File: config.mk
export PLATFORM = sky130hd
export DESIGN_NAME = bist_session_seq
export DESIGN_NICKNAME = d
export VERILOG_FILES = /design/src/rtl/bist_session_seq.sv
export SDC_FILE = /design/constraint.sdc
export NUM_CORES = 1
export LEC_CHECK = 0
export BUFFER_PORTS_ARGS = -buffer_cell sky130_fd_sc_hd__buf_2
export CORE_UTILIZATION = 35
export CTS_CLUSTER_DIAMETER = 60
export DETAILED_ROUTE_END_ITERATION = 10
export PLACE_DENSITY = 0.53
export REMOVE_ABC_BUFFERS = 1
export SLEW_MARGIN = 20
export SYNTH_ARGS = -nofsm -noshare
export SYNTH_HDL_FRONTEND = slang
export SYNTH_SLANG_ARGS = --single-unit
File: constraint.sdc
create_clock -name clk -period 8.1 [get_ports clk]
set_input_delay 1.215 -clock clk [delete_from_list [all_inputs] [get_ports clk]]
set_output_delay 1.215 -clock clk [all_outputs]
set_load 0.02 [all_outputs]
File: src/rtl/bist_session_seq.sv
module bist_session_seq #(
  parameter int N_TESTS   = 6,
  parameter int N_SESS    = 3,
  parameter int LEN_W     = 8,
  parameter int PWR_W     = 4,
  parameter int ELAP_W    = 16,
  parameter int PWR_LIMIT = 4,
  parameter logic [N_TESTS*LEN_W-1:0]  TEST_LEN  = {8'd100, 8'd10, 8'd5, 8'd10, 8'd10, 8'd100},
  parameter logic [N_TESTS*PWR_W-1:0]  TEST_PWR  = {4'd1, 4'd2, 4'd1, 4'd1, 4'd1, 4'd2},
  parameter logic [N_SESS*N_TESTS-1:0] SESS_MASK = {6'b100001, 6'b010010, 6'b001100}
) (
  input  logic                          clk,
  input  logic                          rst,
  input  logic                          start,
  input  logic [N_TESTS-1:0]            test_pass,
  output logic [N_TESTS-1:0]            test_en,
  output logic                          busy,
  output logic [$clog2(N_SESS+1)-1:0]   sess_idx,
  output logic [ELAP_W-1:0]             elapsed,
  output logic                          done,
  output logic                          all_pass,
  output logic                          pwr_err
);
  localparam int SW    = $clog2(N_SESS+1);
  localparam int SUM_W = PWR_W + $clog2(N_TESTS+1);

  logic [N_TESTS-1:0] mask [N_SESS];
  logic [N_SESS-1:0]  ok;
  logic [LEN_W-1:0]   cnt [N_TESTS];
  logic [N_TESTS-1:0] last, lmask;
  logic [SW-1:0]      nx_first, nx_next, launch_idx;
  logic               fin, go, launch_valid, pass_hit;

  for (genvar s = 0; s < N_SESS; s++) begin : g_sess
    logic [SUM_W-1:0] sum;
    assign mask[s] = SESS_MASK[s*N_TESTS +: N_TESTS];
    always_comb begin
      sum = '0;
      for (int i = 0; i < N_TESTS; i++)
        if (mask[s][i]) sum = sum + SUM_W'(TEST_PWR[i*PWR_W +: PWR_W]);
    end
    assign ok[s] = (sum <= SUM_W'(PWR_LIMIT)) && (|mask[s]);
  end

  for (genvar i = 0; i < N_TESTS; i++) begin : g_last
    assign last[i] = cnt[i] == LEN_W'(1);
  end

  function automatic logic [SW-1:0] pick(input logic [N_SESS-1:0] okv, input int from);
    logic [SW-1:0] res;
    res = SW'(N_SESS);
    for (int s = N_SESS-1; s >= 0; s--)
      if (s >= from && okv[s]) res = SW'(s);
    return res;
  endfunction

  assign nx_first     = pick(ok, 0);
  assign nx_next      = pick(ok, int'(sess_idx) + 1);
  assign fin          = busy && (&(~test_en | last));
  assign go           = (!busy && start) || fin;
  assign launch_idx   = busy ? nx_next : nx_first;
  assign launch_valid = launch_idx != SW'(N_SESS);
  assign pass_hit     = &(~(test_en & last) | test_pass);

  always_comb begin
    lmask = '0;
    for (int s = 0; s < N_SESS; s++)
      if (launch_idx == SW'(s)) lmask = mask[s];
  end

  always_ff @(posedge clk) begin
    if (rst) begin
      busy     <= 1'b0;
      done     <= 1'b0;
      all_pass <= 1'b0;
      pwr_err  <= 1'b0;
      elapsed  <= '0;
      sess_idx <= '0;
      test_en  <= '0;
      for (int i = 0; i < N_TESTS; i++) cnt[i] <= '0;
    end else begin
      done <= 1'b0;
      if (busy) begin
        elapsed  <= elapsed + ELAP_W'(1);
        all_pass <= all_pass & pass_hit;
      end
      for (int i = 0; i < N_TESTS; i++)
        if (test_en[i]) begin
          cnt[i] <= cnt[i] - LEN_W'(1);
          if (last[i]) test_en[i] <= 1'b0;
        end
      if (go) begin
        if (!busy) begin
          elapsed  <= '0;
          all_pass <= 1'b1;
          pwr_err  <= nx_first != '0;
        end else if (int'(nx_next) != int'(sess_idx) + 1) begin
          pwr_err <= 1'b1;
        end
        if (launch_valid) begin
          busy     <= 1'b1;
          sess_idx <= launch_idx;
          test_en  <= lmask;
          for (int i = 0; i < N_TESTS; i++)
            if (lmask[i]) cnt[i] <= TEST_LEN[i*LEN_W +: LEN_W];
        end else begin
          busy <= 1'b0;
          done <= 1'b1;
        end
      end
    end
  end
endmodule

==> flow_metrics.env <==
export IMPL_status="finished, final reports clean"
export IMPL_clk_pin_slew_worst_paths_ps=80
export IMPL_synth_flop_cell="edfxtp_1"
export IMPL_max_vdd_ir_drop_mv=0.0642
export IMPL_die_y_um=108
export IMPL_globalRouteOverflowTotal=0
export IMPL_htreeDepth=3
export IMPL_clk_path_buf_depth=2
export IMPL_final_max_slew_violation_count=0
export IMPL_post_drt_via_cell_ratio=5.09
export IMPL_dr_first_iter_drc_count=139
export IMPL_path_cells="or4_1 -> or4b_4 -> a221o_1 -> nor4_1 -> buf_4 -> or3_1"
export IMPL_grt_pass1_wl_um=13600
export IMPL_cts_sinks=76
export IMPL_clock_latency_ps=350
export IMPL_grt_use_total=0.151
export IMPL_max_slew_margin=0.555
export IMPL_place_area_um2=4210
export IMPL_initial_core_util=0.360
export IMPL_io_pins=37
export IMPL_cp_slowest_cell="or4_1"
export IMPL_synth_top_area_frac=0.369
export IMPL_ys_async_sr_fraction=0
export IMPL_grt_pass1_vias=2799
export IMPL_total_power_uw=885
export IMPL_setup_tns_ps=0
export IMPL_setup_worst_path_start_class="register"
export IMPL_crit_required_ps=8120
export IMPL_grt_max_degree=49
export IMPL_cts_resized=0
export IMPL_rsz0062_at_grt="no"
export IMPL_core_area_um2=10800
export IMPL_ys_top_cells_by_area="edfxtp_1 (37%), dfxtp_1 (14%), xor2_1 (7.0%), nor2_1 (5.1%), ha_1 (4.5%)"
export IMPL_antenna_found_initial=0
export IMPL_yosysWarnings=0
export IMPL_antenna_left=0
export IMPL_cp_top_family="simple AND/OR/NAND/NOR gates"
export IMPL_dpl_hpwl_um=5630
export IMPL_holdPathStages=2
export IMPL_synth_enable_flop_cells=48
export IMPL_syn_inst=396
export IMPL_finalHoldViolations=0
export IMPL_ys_top_cells_by_count="nor2_1 (53), edfxtp_1 (48), nand2_1 (35)"
export IMPL_reg2reg_from="cnt[5][3]"
export IMPL_syn_area_um2=3910
export IMPL_dr_pass1_iters=7
export IMPL_synth_top_cell_by_area="edfxtp_1"
export IMPL_p_leak_nw=1.66
export IMPL_max_freq_mhz=316
export IMPL_hp_class="register to register"
export IMPL_fin_hold_ws_ps=499
export IMPL_path_class="register to register"
export IMPL_r2r_end="cnt[0][3]"
export IMPL_end_kind="register"
export IMPL_ys_seq_area_frac=0.512
export IMPL_synth_cell_types=42
export IMPL_cpPeakStageDelay_ps=580
export IMPL_period_share=0.390
export IMPL_die_area_um2=11600
export IMPL_rrSetupSlack_ps=4940
export IMPL_n_antenna_cell=0
export IMPL_drcViolationCount=0
export IMPL_p_per_area_nw_per_um2=201
export IMPL_clockRootBuffer="clkbuf_8"
export IMPL_worstMarginPinSlew_ps=666
export IMPL_setup_viol=0
export IMPL_crit_fanout=12
export IMPL_finalClockSkew_ps=11.9
export IMPL_min_to="elapsed[14]"
export IMPL_hp_start="elapsed[14]"
export IMPL_ys_ff_latch=76
export IMPL_synth_most_common_cell="nor2_1"
export IMPL_drv_cap=0
export IMPL_post_cts_setup_buffers=0
export IMPL_num_rows=38
export IMPL_syn_to_final_growth_pct=12.5
export IMPL_fin_crit_ps=3160
export IMPL_wl_per_cell_um=13.9
export IMPL_io_buffers=36
export IMPL_drive_gt1_frac=0.126
export IMPL_design_area_um2=4400
export IMPL_via_count=2932
export IMPL_holdBufCountCts=0
export IMPL_crit_buf_inv=1
export IMPL_syn_avg_cell_area_um2=9.86
export IMPL_cts_tree="built"
export IMPL_die_w_um=108
export IMPL_cts_buffers=9
export IMPL_crit_arrival_ps=3190
export IMPL_fin_ws_ps=4940
export IMPL_r2r_cells=6
export IMPL_preCtsSetupSlack_ps=4970
export IMPL_drt_total_wl_um=7980
export IMPL_nets=454
export IMPL_place_congestion=0.769
-- cells by family after synthesis --
group | synth area share
AO/OA/AOI/OAI | 0.0714
XOR/XNOR | 0.101
adder cells (fa/ha/maj) | 0.0448
buffers and inverters | 0.0413
flip-flops | 0.512
AND/OR/NAND/NOR | 0.229
-- worst max path at each step --
| stage | from | endpoint | slack (ps) | cells past startpoint |
|---|---|---|---|---|
| after floorplan | cnt[5][3] | cnt[0][0] | 4600 | 5 |
| after global placement | cnt[5][3] | cnt[0][7] | 5020 | 6 |
| after detailed placement | cnt[5][3] | cnt[0][0] | 4970 | 6 |
| after CTS | cnt[5][3] | cnt[5][5] | 4930 | 6 |
| after global routing | cnt[1][2] | cnt[5][5] | 4660 | 6 |
| final | cnt[5][3] | cnt[0][3] | 4940 | 6 |
-- cell type report --
cell class	count	area (µm²)
multi-input cells	282	1740
clock inverters	4	51.3
repair buffers	39	203
fillers	1084	6440
well taps	140	175
inverters	23	86.3
clock buffers	12	135
flip-flops and latches	76	2000
-- power breakdown --
| group | leakage (nW) | internal, mW | switching (mW) | total (mW) |
|---|---|---|---|---|
| clock network | 0.0906 | 0.143 | 0.141 | 0.283 |
| registers | 0.740 | 0.443 | 0.0286 | 0.471 |
| logic | 0.825 | 0.0510 | 0.0796 | 0.131 |
-- flip-flops by register name (all words and copies together) (netlist names) --
name      cells
cnt          48
elapsed      16
test_en       6
sess_idx      2
all_pass      1
busy          1
done          1
pwr_err       1
-- tightest hold or removal path: stages, from the launching register on --
cell	delay, ps
dfxtp_1	330
o21ai_0	70
a21oi_1	60
-- cells in the final DEF (no fill, tap or decap), types with 2 or more instances in the layout --
| cell | count |
|---|---|
| nor3b_1 | 3 |
| a211oi_1 | 2 |
| nand2_1 | 35 |
| nand3_1 | 9 |
| o21ai_0 | 3 |
| buf_4 | 3 |
| dfxtp_1 | 28 |
| edfxtp_1 | 48 |
| nor2_1 | 53 |
| a22oi_1 | 2 |
| inv_1 | 23 |
| nor2b_1 | 2 |
| nor3_1 | 18 |
| buf_2 | 36 |
| or3_1 | 9 |
| clkbuf_8 | 9 |
| ha_1 | 14 |
| nor4_1 | 21 |
| nand2b_1 | 9 |
| a31oi_1 | 4 |
| nand4_1 | 6 |
| xor2_1 | 31 |
| a22o_1 | 2 |
| o32ai_1 | 2 |
| o31ai_1 | 3 |
| xnor2_1 | 14 |
| a21oi_1 | 22 |
| or4_1 | 5 |
| clkbuf_1 | 3 |
-- per-stage QoR --
step,instances,utilization
final,576,0.405
after global routing,576,0.405
after CTS,576,0.405
after detailed placement,560,0.388
after global placement,560,0.388
after floorplan,381,-
-- per-layer routing --
layer | share of wire | global-route usage | up-vias
met2 | 0.45 | 0.229 | 49
met5 | 0 | 0 | -
met1 | 0.50 | 0.211 | 1402
met4 | 0.017 | 0.0665 | 0
li1 | - | - | 1469
met3 | 0.034 | 0.0248 | 12
Note: power is estimated with default switching activity, not from simulation.
